<file path="src/rtl/clkgen_pkg.sv">
// Shared types for the master clock divider.
// Assumes: speed select is a single bit, 0 = normal, 1 = double speed.
package clkgen_pkg;

    typedef enum logic {
        SPD_SLOW = 1'b0,
        SPD_FAST = 1'b1
    } speed_e;

endpackage

</file>
<file path="src/rtl/cref_divider.sv">
// Fixed divider producing the colour reference from the master clock.
// Output is registered and has 50% duty. Assumes DIV is even and at least 2.
module cref_divider #(
    parameter int DIV = 8
) (
    input  logic clk_m,
    input  logic rst_n,
    output logic cref_o
);
    localparam int CW = (DIV > 2) ? $clog2(DIV) : 1;
    localparam logic [CW-1:0] LAST  = CW'(DIV - 1);
    localparam logic [CW-1:0] HALFV = CW'(DIV / 2);

    logic [CW-1:0] cnt_q;
    logic [CW-1:0] cnt_nxt;

    // Next count: wrap to zero after the last master clock of a period.
    always_comb begin
        cnt_nxt = (cnt_q == LAST) ? '0 : cnt_q + 1'b1;
    end

    // Count register plus a glitch-free registered square wave.
    always_ff @(posedge clk_m) begin
        if (!rst_n) begin
            cnt_q  <= '0;
            cref_o <= 1'b0;
        end else begin
            cnt_q  <= cnt_nxt;
            cref_o <= (cnt_nxt >= HALFV);
        end
    end

endmodule

</file>
<file path="src/rtl/eq_phase_counter.sv">
// Counts master clocks across one full E period and holds the speed mode.
// The mode is reloaded from speed_i only on the wrap, which is where E falls.
// Exposes next-state values so the decoder can register glitch-free outputs.
// Assumes PER_S >= PER_F and both are multiples of 4.
module eq_phase_counter
    import clkgen_pkg::*;
#(
    parameter int PER_S = 32,
    parameter int PER_F = 16,
    parameter int PW    = $clog2(PER_S)
) (
    input  logic          clk_m,
    input  logic          rst_n,
    input  logic          speed_i,
    output logic [PW-1:0] phase_nxt,
    output speed_e        mode_nxt
);
    localparam logic [PW-1:0] LAST_S = PW'(PER_S - 1);
    localparam logic [PW-1:0] LAST_F = PW'(PER_F - 1);

    logic [PW-1:0] phase_q;
    speed_e        mode_q;
    logic          wrap;

    // Next phase and mode: a mode change is only admitted on the wrap.
    always_comb begin
        wrap      = (phase_q == ((mode_q == SPD_FAST) ? LAST_F : LAST_S));
        phase_nxt = wrap ? '0 : phase_q + 1'b1;
        mode_nxt  = wrap ? speed_e'(speed_i) : mode_q;
    end

    // Phase and mode registers; during reset the mode tracks the input.
    always_ff @(posedge clk_m) begin
        if (!rst_n) begin
            phase_q <= '0;
            mode_q  <= speed_e'(speed_i);
        end else begin
            phase_q <= phase_nxt;
            mode_q  <= mode_nxt;
        end
    end

endmodule

</file>
<file path="src/rtl/eq_decoder.sv">
// Decodes the period phase into registered E, Q and a phase within the E half.
// Q is high in the middle two quarters of the period, E in the second half,
// so Q leads E by a quarter. Assumes the phase counter's next-state inputs.
module eq_decoder
    import clkgen_pkg::*;
#(
    parameter int PER_S = 32,
    parameter int PER_F = 16,
    parameter int PW    = $clog2(PER_S),
    parameter int HW    = $clog2(PER_S / 2)
) (
    input  logic          clk_m,
    input  logic          rst_n,
    input  logic [PW-1:0] phase_nxt,
    input  speed_e        mode_nxt,
    output logic          e_o,
    output logic          q_o,
    output logic [HW-1:0] phase_o
);
    logic [PW-1:0] half_len;
    logic [PW-1:0] qtr_len;
    logic          e_n;
    logic          q_n;
    logic [PW-1:0] hc_n;

    // Decode thresholds for the mode that governs the next cycle.
    always_comb begin
        half_len = (mode_nxt == SPD_FAST) ? PW'(PER_F / 2) : PW'(PER_S / 2);
        qtr_len  = (mode_nxt == SPD_FAST) ? PW'(PER_F / 4) : PW'(PER_S / 4);
        e_n      = (phase_nxt >= half_len);
        q_n      = (phase_nxt >= qtr_len) && (phase_nxt < (half_len + qtr_len));
        hc_n     = e_n ? (phase_nxt - half_len) : phase_nxt;
    end

    // Output registers, cleared low by reset.
    always_ff @(posedge clk_m) begin
        if (!rst_n) begin
            e_o     <= 1'b0;
            q_o     <= 1'b0;
            phase_o <= '0;
        end else begin
            e_o     <= e_n;
            q_o     <= q_n;
            phase_o <= HW'(hc_n);
        end
    end

endmodule

</file>
<file path="src/rtl/sysclk_eq_gen.sv">
// Top of the master clock divider: colour reference plus quadrature E/Q.
// Assumes CREF_DIV is even and CREF_DIV*FAST_DIV is a multiple of 4,
// with SLOW_DIV >= FAST_DIV. Both stages restart together on reset,
// so E edges always land on colour reference falling edges.
module sysclk_eq_gen #(
    parameter int CREF_DIV = 8,
    parameter int SLOW_DIV = 4,
    parameter int FAST_DIV = 2
) (
    input  logic                                   clk_m,
    input  logic                                   rst_n,
    input  logic                                   speed_i,
    output logic                                   cref_o,
    output logic                                   e_o,
    output logic                                   q_o,
    output logic [$clog2(CREF_DIV*SLOW_DIV/2)-1:0] phase_o
);
    localparam int PER_S = CREF_DIV * SLOW_DIV;
    localparam int PER_F = CREF_DIV * FAST_DIV;
    localparam int PW    = $clog2(PER_S);
    localparam int HW    = $clog2(PER_S / 2);

    logic [PW-1:0]           phase_nxt;
    clkgen_pkg::speed_e      mode_nxt;

    cref_divider #(
        .DIV (CREF_DIV)
    ) u_cref (
        .clk_m  (clk_m),
        .rst_n  (rst_n),
        .cref_o (cref_o)
    );

    eq_phase_counter #(
        .PER_S (PER_S),
        .PER_F (PER_F),
        .PW    (PW)
    ) u_phase (
        .clk_m     (clk_m),
        .rst_n     (rst_n),
        .speed_i   (speed_i),
        .phase_nxt (phase_nxt),
        .mode_nxt  (mode_nxt)
    );

    eq_decoder #(
        .PER_S (PER_S),
        .PER_F (PER_F),
        .PW    (PW),
        .HW    (HW)
    ) u_dec (
        .clk_m     (clk_m),
        .rst_n     (rst_n),
        .phase_nxt (phase_nxt),
        .mode_nxt  (mode_nxt),
        .e_o       (e_o),
        .q_o       (q_o),
        .phase_o   (phase_o)
    );

endmodule

</file>
<file path="config.mk">
export PLATFORM = sky130hd
export DESIGN_NAME = sysclk_eq_gen
export DESIGN_NICKNAME = d
export VERILOG_FILES = /design/src/rtl/clkgen_pkg.sv /design/src/rtl/cref_divider.sv /design/src/rtl/eq_phase_counter.sv /design/src/rtl/eq_decoder.sv /design/src/rtl/sysclk_eq_gen.sv
export SDC_FILE = /design/constraint.sdc
export NUM_CORES = 1
export LEC_CHECK = 0
export BUFFER_PORTS_ARGS = -buffer_cell sky130_fd_sc_hd__buf_2
export CAP_MARGIN = 40
export CORE_AREA = 2 2 39 41
export DETAILED_ROUTE_END_ITERATION = 6
export DIE_AREA = 0 0 41 43
export PLACE_DENSITY_LB_ADDON = 0.3
export RECOVER_POWER = 25
export SLEW_MARGIN = 40
export SYNTH_ARGS = -nofsm -noshare
export SYNTH_HDL_FRONTEND = slang
export SYNTH_SLANG_ARGS = --single-unit
</file>
<file path="constraint.sdc">
create_clock -name clk_m -period 7.3 [get_ports clk_m]
set_input_delay 0.73 -clock clk_m [delete_from_list [all_inputs] [get_ports clk_m]]
set_output_delay 0.73 -clock clk_m [all_outputs]
set_load 0.1 [all_outputs]
</file>
**Word-level counts from Yosys, hierarchy flattened**

Index checks and enable logic that the tools add are counted.

- Bits in registers: 16
- Bits in latches: 0
- RAM bits: 0
- ROM bits: 0
- Bits of input ports: 3
- Output and inout port bits: 7
- Memories: 0

- $add $sub $neg: 4
- Multiply operators: 0
- Divide/modulo/power cells: 0
- $lt $le $gt $ge: 4
- Eq/ne operators: 2
- Shift operators: 0
- Mux-type cells: 8
- Bitwise operators: 0
- Reduce and logical (&&, ||, !) cells: 1

Operators with widths:

| cell | count |
|---|---|
| $mux W5 | 3 |
| $mux W4 | 2 |
| $add A5 B1 Y5 const B | 1 |
| $add A5 B4 Y5 | 1 |
| $eq A5 B5 Y1 | 1 |
| $ge A5 B4 Y1 | 1 |
| $ge A5 B5 Y1 | 1 |
| $lt A5 B5 Y1 | 1 |
| $sub A4 B4 Y4 | 1 |
| $add A3 B1 Y3 const B | 1 |
| $eq A3 B3 Y1 const B | 1 |
| $ge A3 B3 Y1 const B | 1 |
| $mux W3 | 1 |
| $mux W1 | 2 |
| $logic_and A1 B1 Y1 | 1 |

**Depth between registers and ports, before layout**

Gate-level depths: netlist of run 1.

- Word-level depth: 7
- Gate-level depth with buffers: 10

**By module**

A second synthesis of run 1 with hierarchy kept.

- Cell total of the unflattened synthesis: 64
- Area total of the unflattened synthesis: 684.4 sq um

Modules (own cells, without submodules):

| module | times used | cells an instance | area each (sq um) |
|---|---|---|---|
| eq_decoder | 1 | 28 | 287.8 |
| eq_phase_counter | 1 | 28 | 284.0 |
| cref_divider | 1 | 8 | 112.6 |

**Least setup slack after synthesis of run 1**

OpenSTA, ideal clock, no wires.

- Path type: reg2reg
- Start: register u_phase.phase_q[0]
- End: register u_dec.phase_o[3]
- Setup time: 124 ps
- Data arrival time: 2313 ps
- Setup slack: 4864 ps
- Stages on the path, launching flop included: 9
- Clock period less this slack: 2436 ps
- Path through: dfxtp_1 > ha_1 > nand3_1 > nor2_4 > mux2_4 > ha_1 > a21o_1 > and3_2 > o311a_2

- Longest elaborated chain between the ends: 5

RTL lines:

| what | line | text |
|---|---|---|
| from (decl) | eq_phase_counter.sv:21 | `logic [PW-1:0] phase_q;` |
| from (signal assigned) | eq_phase_counter.sv:38 | `phase_q <= phase_nxt;` |
| parallel branches: the longest is 4 deep, another holds $add A5 B1 Y5 | n/a |  |
| $mux W4 (*) | eq_decoder.sv:32 | `hc_n = e_n ? (phase_nxt - half_len) : phase_nxt;` |
| to (signal assigned) | eq_decoder.sv:44 | `phase_o <= HW'(hc_n);` |
| to (decl) | eq_decoder.sv:18 | `output logic [HW-1:0] phase_o` |

Mark *: on every way between the ends.
A chain may end at the register's enable or synchronous reset.

**Final worst setup path of run 1**

Ends and elaborated chain as after synthesis.

==> metrics.yaml, run 1 <==
cts_tree: "done"
tns_ns: 0
fp.coreArea_um2: 1380
grt_setup_unrepaired: "no"
grt_pass1_vias: 469
outcome: "finished clean"
clk_latency_ns: 0.27
final-seq-area_um2: 240
pre_cts_slack_ns: 4.67
cp_slowest_stage_delay_ns: 0.41
arrival_ns: 2.83
leakagePower_nw: 0.358
dp_hpwl_um: 806
grt_usage: 0.170
period_needed_ns: 2.66
max_cap_violations: 0
grt_pass1_wl_um: 1960
grt-ovfl-total: 0
timing.fmax_mhz: 375
fin_skew_ns: 0.00131
portBuffers: 9
die_y_um: 43
root_buffer: "clkbuf_4"
cts_hold_buf: 0
fp.dieW_um: 41
postCtsSetupBuffers: 0
htreeDepth: 1
synthCells: 67
fin_area_um2: 743
die_area_um2: 1760
seq_area_frac_synth: 0.353
drtIter0Drc: 8
worstSetupStartpointType: "register"
fin_ws_ns: 4.64
drcViolationCount: 0
diodes: 0
cts_buffers: 3
fin_nets: 87
avgSynthCellArea_um2: 10.2
relSlewSlack: 0.678
syn_area_um2: 681
worstMarginPinSlew_ns: 0.487
cts_resized: 0
clockBufferDepth: 2
fillCellCount: 132
drv_slew: 0
gp_congestion: 0.747
yosysWarnings: 0
vias_per_cell: 5.16
cts.clk_slew.worst_paths_ns: 0.08
synth_fp_nets: 78
crit_type: "register to register"
ys_seq_elements: 12
setup_viol: 0
pin_count: 10
wl_per_cell_um: 12.2
ant_nets: 0
ir_drop_mv: 0.138
via_count: 470
crit_chain: "ha_1 -> nand3_1 -> nor2_4 -> mux2_4 -> ha_1 -> a21o_1 -> and3_2 -> o311a_2"
multi_input_area_um2: 392
placed_area_um2: 708
rows: 14
fin_crit_sh: 0.365
cp_num_buf_inv: 0
ys_types: 25
initial_core_util: 0.492
areaGrowthSynthToFinish_pct: 9.19
antenna_found_initial: 0
synth_area_leaders: "dfxtp_1 (35%), ha_1 (15%), and2_1 (4.6%)"
drive_above_1_share: 0.280
routed_wl_um: 1110
synth_top_area_share: 0.353
end_kind: "register"
grt_max_degree: 13
critPathMaxFanout: 7
hold_class: "register to register"
cp_top_family: "simple AND/OR/NAND/NOR gates"
hold_viol: 0
p_per_area_nw_per_um2: 232
crit_top_cell: "ha_1"
firstDrtPassIters: 4
clock-sinks: 12
yosys.area.top_type: "dfxtp_1"
slowest_stage: "dfxtp_1"
cp_data_required_time_ns: 7.47
[Yosys cell counts]
cell and number:
buf_6 1, mux2_4 2, mux2_2 1, nor2_4 1
nor3_1 1, clkbuf_1 1, nand2b_1 3, inv_1 3
nand3_1 3, nor2_1 3, o21ai_0 3, and3_2 2
o311a_2 2, xor2_1 2, dfxtp_1 12, xnor2_1 1
a221oi_1 2, nor2b_1 2, buf_4 3, xnor2_2 1
and2_1 5, ha_1 8, nor3b_1 2, a21oi_1 2
a21o_1 1
[layout make-up]
type | instances | share of cell area
Inverter | 3 | 0.0152
Timing Repair Buffer | 9 | 0.0589
Tap cell | 16 | 0.0269
Clock buffer | 4 | 0.0488
Sequential cell | 12 | 0.323
Multi-Input combinational cell | 47 | 0.527
[path summary, 6_finish.rpt]
kind	startpoint	end	slack (ns)	cells past startpoint
worst max-delay path	u_phase.phase_q[0]$_SDFF_PN0_	u_dec.phase_o[3]$_SDFF_PN0_	4.64	8
worst min-delay path	u_cref.cnt_q[0]$_SDFF_PN0_	u_cref.cnt_q[0]$_SDFF_PN0_	0.44	1
worst max register to register	u_phase.phase_q[0]$_SDFF_PN0_	u_dec.phase_o[3]$_SDFF_PN0_	4.64	8
worst min register to register	u_cref.cnt_q[0]$_SDFF_PN0_	u_cref.cnt_q[0]$_SDFF_PN0_	0.44	1
[per-layer routing]
layer  track usage  share of wire  vias up
li1              -              -      245
met1         0.227           0.47      211
met2         0.225           0.45       10
met3        0.0314          0.039        4
met4         0.140          0.031        0
met5             0              0        -
[power by group]
group          switching (mW)  leakage (nW)  internal, mW
combinational          0.0326         0.238        0.0127
sequential            0.00371        0.0987        0.0701
clock                  0.0231        0.0210        0.0303
total                  0.0594         0.358         0.113
[registers in the layout, summed over array words and instances (netlist names)]
name	count
u_cref.cnt_q	3
u_dec.e_o	1
u_dec.phase_o	1
u_dec.q_o	1
u_phase.mode_q	1
u_phase.phase_q	5
[layout by cell type, fill, tap and decap left out, drive strengths merged]
master  instances
a221oi          2
and2            5
a21oi           2
xnor2           2
nor3            1
buf             8
xor2            2
clkbuf          5
o311a           2
inv             3
nor3b           2
ha              8
nor2            4
nor2b           2
nand2b          3
nand3           3
mux2            3
o21ai           3
dfxtp          12
a21o            1
and3            2
[metrics by stage]
stage	instances	power, mW	hold WS, ns	util
floorplan	67	0.117	0.403	-
global placement	87	0.120	0.422	0.512
detailed placement	87	0.121	0.428	0.512
CTS	91	0.174	0.445	0.538
global route	91	0.181	0.478	0.537
finish	91	0.173	0.439	0.537
[kinds of logic after synthesis]
kind of cell               share of synthesized area
and+or+nand+nor                                0.199
DFF                                            0.353
AOI/OAI and AO/OA                              0.107
buffers and inverters                         0.0717
adders and majority gates                      0.147
xor gates and xnor gates                      0.0625
muxes                                         0.0607
(Power assumes the default switching activity.)
==> run 2, diff against run 1 <==
Settings changed: ABC_AREA set to 1, CORE_AREA 2 2 39 41 to not set, CORE_UTILIZATION set to 54, DIE_AREA 0 0 41 43 to not set.
Clock period 7.3 ns to 2.5 ns, I/O delays scaled along.
==> run 2 against run 1 <==
Critical path depth rose by 1. Clock skew grew 0.0070 ns. Core utilization rose by 15 points. Total power rose to 3.0 times the previous value. Sequential power grew to 2.9 times the previous value. Final cell count grew 21%. Via count up 14%. First-iteration DRC count grew 88%. Area after synthesis grew 7.9%.
==> metrics.yaml, run 2 <==
cts_tree: "done"
hold_path_depth: 3  # +2
pre_cts_slack_ns: 0.483  # -4.18 ns
fillCellCount: 100  # -24%
globalRouteMet1Util: 0.213  # -0.0133
hold_end: "u_cref.cnt_q[2]$_SDFF_PN0_"
critPathMaxFanout: 6  # -1
synth_top_cells_by_count: "inv_1 (14), dfxtp_1 (12), nand2_1 (12), ha_1 (8), nor2_1 (8)"
avgSynthCellArea_um2: 8.54  # -16%
via_count: 537  # +14%
crit_type: "register to register"
seq_area_frac_synth: 0.327  # -0.0259
diodes: 0  # unchanged
areaGrowthSynthToFinish_pct: 10.4
syn_area_um2: 734  # +7.9%
hold_class: "input pin to register"
postCtsSetupBuffers: 0  # unchanged
worstSetupStartpointType: "register"
placed_area_um2: 774  # +9.4%
cts_resized: 0  # unchanged
dp_hpwl_um: 953  # +18%
drtIter0Drc: 15  # +7
portBuffers: 9  # unchanged
largest_register_ffs: 5  # unchanged
synth-edff-count: 0  # unchanged
pwr-share-comb: 0.274  # +0.012
busiest_layer: "met2"
initial_core_util: 0.619  # +0.127
hold_viol: 0  # unchanged
fin_nets: 108  # +24%
p_clk_frac: 0.305  # -0.005
reg2reg_from: "u_phase.phase_q[0]$_SDFF_PN0_"
tns_ns: 0  # unchanged
grt-ovfl-total: 0  # unchanged
cts_buffers: 3  # unchanged
grt_use_met3: 0.0694  # +0.0380
fp.dieW_um: 38.9  # -5.2%
period_needed_ns: 2.05  # -0.612 ns
cp_data_required_time_ns: 2.68  # -4.79 ns
drive_above_1_share: 0.333  # +0.0533
leakagePower_nw: 0.434  # +21%
grt_setup_unrepaired: "no"
cts.clk_slew.worst_paths_ns: 0.08  # about the same
yosysWarnings: 0  # unchanged
synth_fp_nets: 97  # +24%
fin_crit_sh: 0.820  # +0.456
timing.fmax_mhz: 488  # +30%
drcViolationCount: 0  # unchanged
fin_skew_ns: 0.00828  # +0.00696 ns
clk_latency_ns: 0.28  # about the same
synth.most_common_cell: "inv_1"
fp.coreArea_um2: 1190  # -14%
vias_per_cell: 4.88  # -5.5%
r2r-end: "u_dec.phase_o[3]$_SDFF_PN0_"
grt_max_degree: 9  # -4
max_cap_violations: 0  # unchanged
seqPwrFrac: 0.421  # -0.007
antenna_found_initial: 0  # unchanged
wl_per_cell_um: 11.0  # -11%
reg_top3: "u_phase.phase_q x5, u_cref.cnt_q x3"
end_kind: "register"
relSlewSlack: 0.676  # -0.00186
hold_start: "rst_n"
synthFlopType: "dfxtp_1"
die_y_um: 38.9  # -9.6%
synth-async-reset-ratio: 0  # unchanged
ys_types: 26  # +4.0%
htreeDepth: 1  # unchanged
swShare: 0.362  # +0.0178
ant_nets: 0  # unchanged
cts_hold_buf: 0  # unchanged
outcome: "finished clean"
p_int_uw: 327  # +190%
synthCells: 86  # +28%
grt_pass1_wl_um: 1920  # -2.1%
synth_area_leaders: "dfxtp_1 (33%), ha_1 (14%), inv_1 (7.2%)"
arrival_ns: 2.23  # -0.60 ns
fin_ws_ns: 0.449  # -4.19 ns
rows: 12  # -2
firstDrtPassIters: 4  # unchanged
fin_area_um2: 811  # +9.1%
top_register: "u_phase.phase_q"
grt_pass1_vias: 471  # +0.43%
setup_viol: 0  # unchanged
reg2reg_slack_ns: 0.45  # -4.19 ns
p_switching_uw: 185  # +210%
ir_drop_mv: 0.349  # +150%
p_per_area_nw_per_um2: 631  # +170%
p_total_uw: 512  # +200%
drv_slew: 0  # unchanged
layout_common_cells: "inv_1 (14), nand2_1 (12), dfxtp_1 (12), buf_2 (9)"
ys_seq_elements: 12  # unchanged
layout_commonest_cell: "inv_1"
worstMarginPinSlew_ns: 0.489  # +0.00281 ns
gp_congestion: 0.777  # +4.0%
clockBufferDepth: 2  # unchanged
worst_hold_slack_ns: 0.239  # -0.200 ns
yosys.area.top_type: "dfxtp_1"
pin_count: 10  # unchanged
grt.met2_usage: 0.346  # +0.121
die_area_um2: 1510  # -14%
routed_wl_um: 1210  # +8.2%
clock-sinks: 12  # unchanged
grt_usage: 0.194  # +0.0240
synth_top_area_share: 0.327  # -0.0259
ff2ff_path_depth: 9  # +1
root_buffer: "clkbuf_4"
-- run 2: changes by cell type in the layout (fill, tap and decap cells not counted), sizes merged, moves of 3 or more --
cell | before | now
inv | 3 | 15
nand2 | 0 | 17
nor2 | 4 | 11
nand2b | 3 | 0
mux2 | 3 | 0
and2 | 5 | 0
-- run 2: per-stage QoR --
stage,util,instances
floorplan,-,86
finish,0.684,110
detailed placement,0.653,106
global route,0.684,110
global placement,0.653,106
CTS,0.684,110
-- run 2: cell type report --
type,instances,area [µm²],share of cell area
Inverter,17,67.6,0.0833
Sequential cell,12,240,0.296
Clock buffer,4,36.3,0.0448
Timing Repair Buffer,9,45.0,0.0556
Tap cell,14,17.5,0.0216
Multi-Input combinational cell,54,404,0.498
-- run 2: worst max path at each step --
stage                                       start                     endpoint  slack [ns]
floorplan           u_phase.phase_q[0]$_SDFF_PN0_  u_dec.phase_o[3]$_SDFF_PN0_        0.63
global placement    u_phase.phase_q[0]$_SDFF_PN0_  u_dec.phase_o[3]$_SDFF_PN0_        0.56
detailed placement  u_phase.phase_q[0]$_SDFF_PN0_  u_dec.phase_o[3]$_SDFF_PN0_        0.48
CTS                 u_phase.phase_q[0]$_SDFF_PN0_  u_dec.phase_o[3]$_SDFF_PN0_        0.47
global route        u_phase.phase_q[0]$_SDFF_PN0_  u_dec.phase_o[3]$_SDFF_PN0_        0.34
finish              u_phase.phase_q[0]$_SDFF_PN0_  u_dec.phase_o[3]$_SDFF_PN0_        0.45
-- run 2: power groups by stage --
stage	clock, mW	combinational [mW]	sequential (mW)
5_1_grt	0.170	0.150	0.218
3_5_place_dp	0	0.140	0.220
2_1_floorplan	0	0.0883	0.254
4_1_cts	0.161	0.140	0.216
3_3_place_gp	0	0.139	0.219
6_report	0.156	0.140	0.216
-- run 2: critical path: stages, from the launching register on --
cell and delay, ns:
dfxtp_1 0.43, ha_1 0.26, nand3_4 0.11, o21ai_2 0.22
inv_1 0.08, ha_1 0.34, a21oi_1 0.33, nor2_1 0.07
nand2_1 0.07, nand2_1 0.05
-- run 2: cells by family (layout without fill, tap and decap cells) --
family	after synthesis	in the layout	share of synthesized area
adders and majority gates	8	8	0.136
AOI/OAI and AO/OA	7	7	0.0733
and+or+nand+nor	38	38	0.329
xor gates and xnor gates	1	1	0.0119
buffers and inverters	20	30	0.123
DFF	12	12	0.327
-- run 2: layer usage --
| metal | part of all wire | wire [µm] |
|---|---|---|
| met3 | 0.047 | 57 |
| met1 | 0.45 | 537 |
| met5 | 0 | 0 |
| met2 | 0.49 | 594 |
| met4 | 0.014 | 17 |
==> run 3, diff against run 2 <==
Settings changed: CORE_UTILIZATION 54 to 49.
Clock period 2.5 ns to 1.75 ns, I/O delays scaled along.
==> run 3 against run 2 <==
Core utilization down 0.98 points. Die area increased by 9.7%. Combinational power grew 66%. Clock skew fell by 0.0041 ns. Critical path type unchanged. Largest cell class unchanged. Largest power group unchanged.
==> metrics.yaml, run 3 (synthesis results as in run 2) <==
fin_skew_ns: 0.00414  # -0.00414 ns
reg_top3: "u_phase.phase_q x5, u_cref.cnt_q x3"
ff2ff_path_depth: 10  # +1
arrival_ns: 1.85  # -0.38 ns
areaGrowthSynthToFinish_pct: 23.9
p_per_area_nw_per_um2: 768  # +22%
relSlewSlack: 0.679  # +0.00344
tns_ns: 0  # unchanged
setup_viol: 0  # unchanged
clockBufferDepth: 2  # unchanged
p_int_uw: 439  # +34%
die_y_um: 40.7  # +4.7%
grt_pass1_vias: 503  # +6.8%
worst_hold_slack_ns: 0.167  # -0.0720 ns
drtIter0Drc: 8  # -7
rows: 13  # +1
p_total_uw: 699  # +37%
routed_wl_um: 1320  # +9.4%
fin_crit_sh: 0.963  # +0.143
postCtsSetupBuffers: 0  # unchanged
grt-ovfl-total: 0  # unchanged
path_depth: 10  # +1
final_cells: 116  # +5.5%
crit_type: "register to register"
hold_viol: 0  # unchanged
end_kind: "register"
dpl.cell_count: 113  # +6.6%
slowest_stage: "dfxtp_2"
cts_hold_buf: 0  # unchanged
grt_pass1_wl_um: 1950  # +1.4%
layout_common_cells: "inv_1 (14), nand2_1 (12), buf_2 (9), dfxtp_1 (9), nor2_1 (7)"
firstDrtPassIters: 4  # unchanged
ant_nets: 0  # unchanged
antenna_found_initial: 0  # unchanged
cp_top_family: "simple AND/OR/NAND/NOR gates"
dp_hpwl_um: 966  # +1.4%
clk_latency_ns: 0.26  # -0.02 ns
worstSetupStartpointType: "register"
worstMarginPinSlew_ns: 0.484  # -0.00520 ns
cts.clk_slew.worst_paths_ns: 0.07  # about the same
gp_congestion: 0.797  # +2.6%
layout_commonest_cell: "inv_1"
initial_core_util: 0.544  # -0.0752
cp_num_buf_inv: 0  # -1
crit_chain: "ha_4 -> nand3_4 -> o21ai_4 -> nand2_4 -> ha_4 -> nand2_1 -> nor2_2 -> nand3_4 -> nand3_2 -> nand2_1"
largest_register_ffs: 5  # unchanged
cp_slowest_stage_delay_ns: 0.35  # -0.08 ns
hold_class: "input pin to register"
root_buffer: "clkbuf_4"
cts_tree: "done"
vias_per_cell: 4.91  # +0.65%
period_needed_ns: 1.69  # -0.365 ns
max_cap_violations: 0  # unchanged
drive_above_1_share: 0.446  # +0.112
reg2reg_from: "u_phase.phase_q[0]$_SDFF_PN0_"
endpoint: "u_dec.phase_o[3]$_SDFF_PN0_"
grt_max_degree: 9  # unchanged
clock-sinks: 12  # unchanged
cts_buffers: 3  # unchanged
pwr-share-comb: 0.332  # +0.058
cp_data_required_time_ns: 1.91  # -0.77 ns
fin_nets: 114  # +5.6%
htreeDepth: 1  # unchanged
r2r-end: "u_dec.phase_o[3]$_SDFF_PN0_"
portBuffers: 9  # unchanged
leakagePower_nw: 0.461  # +6.2%
critPathMaxFanout: 5  # -1
top_register: "u_phase.phase_q"
cts_resized: 0  # unchanged
outcome: "finished clean"
drcViolationCount: 0  # unchanged
fp.dieW_um: 40.7  # +4.7%
pin_count: 10  # unchanged
seqPwrFrac: 0.441  # +0.020
swShare: 0.372  # +0.00992
die_area_um2: 1660  # +9.7%
fp.coreArea_um2: 1350  # +14%
via_count: 570  # +6.1%
p_clk_frac: 0.227  # -0.078
ir_drop_mv: 0.600  # +72%
critPathLaunch: "u_phase.phase_q[0]$_SDFF_PN0_"
p_switching_uw: 260  # +40%
drv_slew: 0  # unchanged
diodes: 0  # unchanged
timing.fmax_mhz: 593  # +22%
reg2reg_slack_ns: 0.06  # -0.38 ns
wl_per_cell_um: 11.4  # +3.7%
grt_usage: 0.182  # -0.0123
## run 3: changes by cell type in the layout (fill, tap and decap cells not counted), sizes merged
cell,change
clkbuf,-1
buf,+6
## run 3: power by group through the flow
stage	Combinational, mW	Sequential [mW]	Clock [mW]
global placement	0.218	0.310	0
global route	0.250	0.310	0.179
floorplan	0.131	0.363	0
finish	0.232	0.308	0.159
detailed placement	0.222	0.310	0
CTS	0.223	0.304	0.165
## run 3: worst min-delay path by stage
stage	from	to	slack, ns	cells after the start
3_3_place_gp	u_cref.cnt_q[0]$_SDFF_PN0_	u_cref.cnt_q[0]$_SDFF_PN0_	0.41	1
2_1_floorplan	rst_n	u_cref.cnt_q[1]$_SDFF_PN0_	0.27	2
4_1_cts	rst_n	u_cref.cnt_q[2]$_SDFF_PN0_	0.16	3
3_5_place_dp	u_cref.cnt_q[0]$_SDFF_PN0_	u_cref.cnt_q[0]$_SDFF_PN0_	0.42	1
6_report	rst_n	u_cref.cnt_q[2]$_SDFF_PN0_	0.17	3
5_1_grt	rst_n	u_cref.cnt_q[2]$_SDFF_PN0_	0.17	3
## run 3: final cells by class
type / count / area, µm²
flip-flops and latches: 12 / 244
multi-input cells: 54 / 467
repair buffers: 15 / 90.1
inverters: 17 / 67.6
well taps: 15 / 18.8
fillers: 112 / 440
clock buffers: 3 / 22.5
## run 3: stage by stage
step | instance area (µm²) | utilization | setup WS, ns
2_1_floorplan | 757 | - | 0.00573
3_3_place_gp | 843 | 0.625 | 0.0240
3_5_place_dp | 843 | 0.625 | 0.0186
4_1_cts | 866 | 0.641 | 0.00120
5_1_grt | 910 | 0.674 | -0.0225
6_report | 910 | 0.674 | 0.0645
## run 3: routing by layer
| metal | up-vias | routed length, µm | global-route usage |
|---|---|---|---|
| li1 | 297 | - | - |
| met1 | 261 | 564 | 0.183 |
| met2 | 12 | 708 | 0.345 |
| met3 | 0 | 45 | 0.0652 |
| met4 | 0 | 0 | 0.0500 |
| met5 | - | 0 | 0 |
## run 3: tightest hold or removal path, stage by stage
cell	delay (ns)
buf_2	0.14
nand2_1	0.06
inv_1	0.04
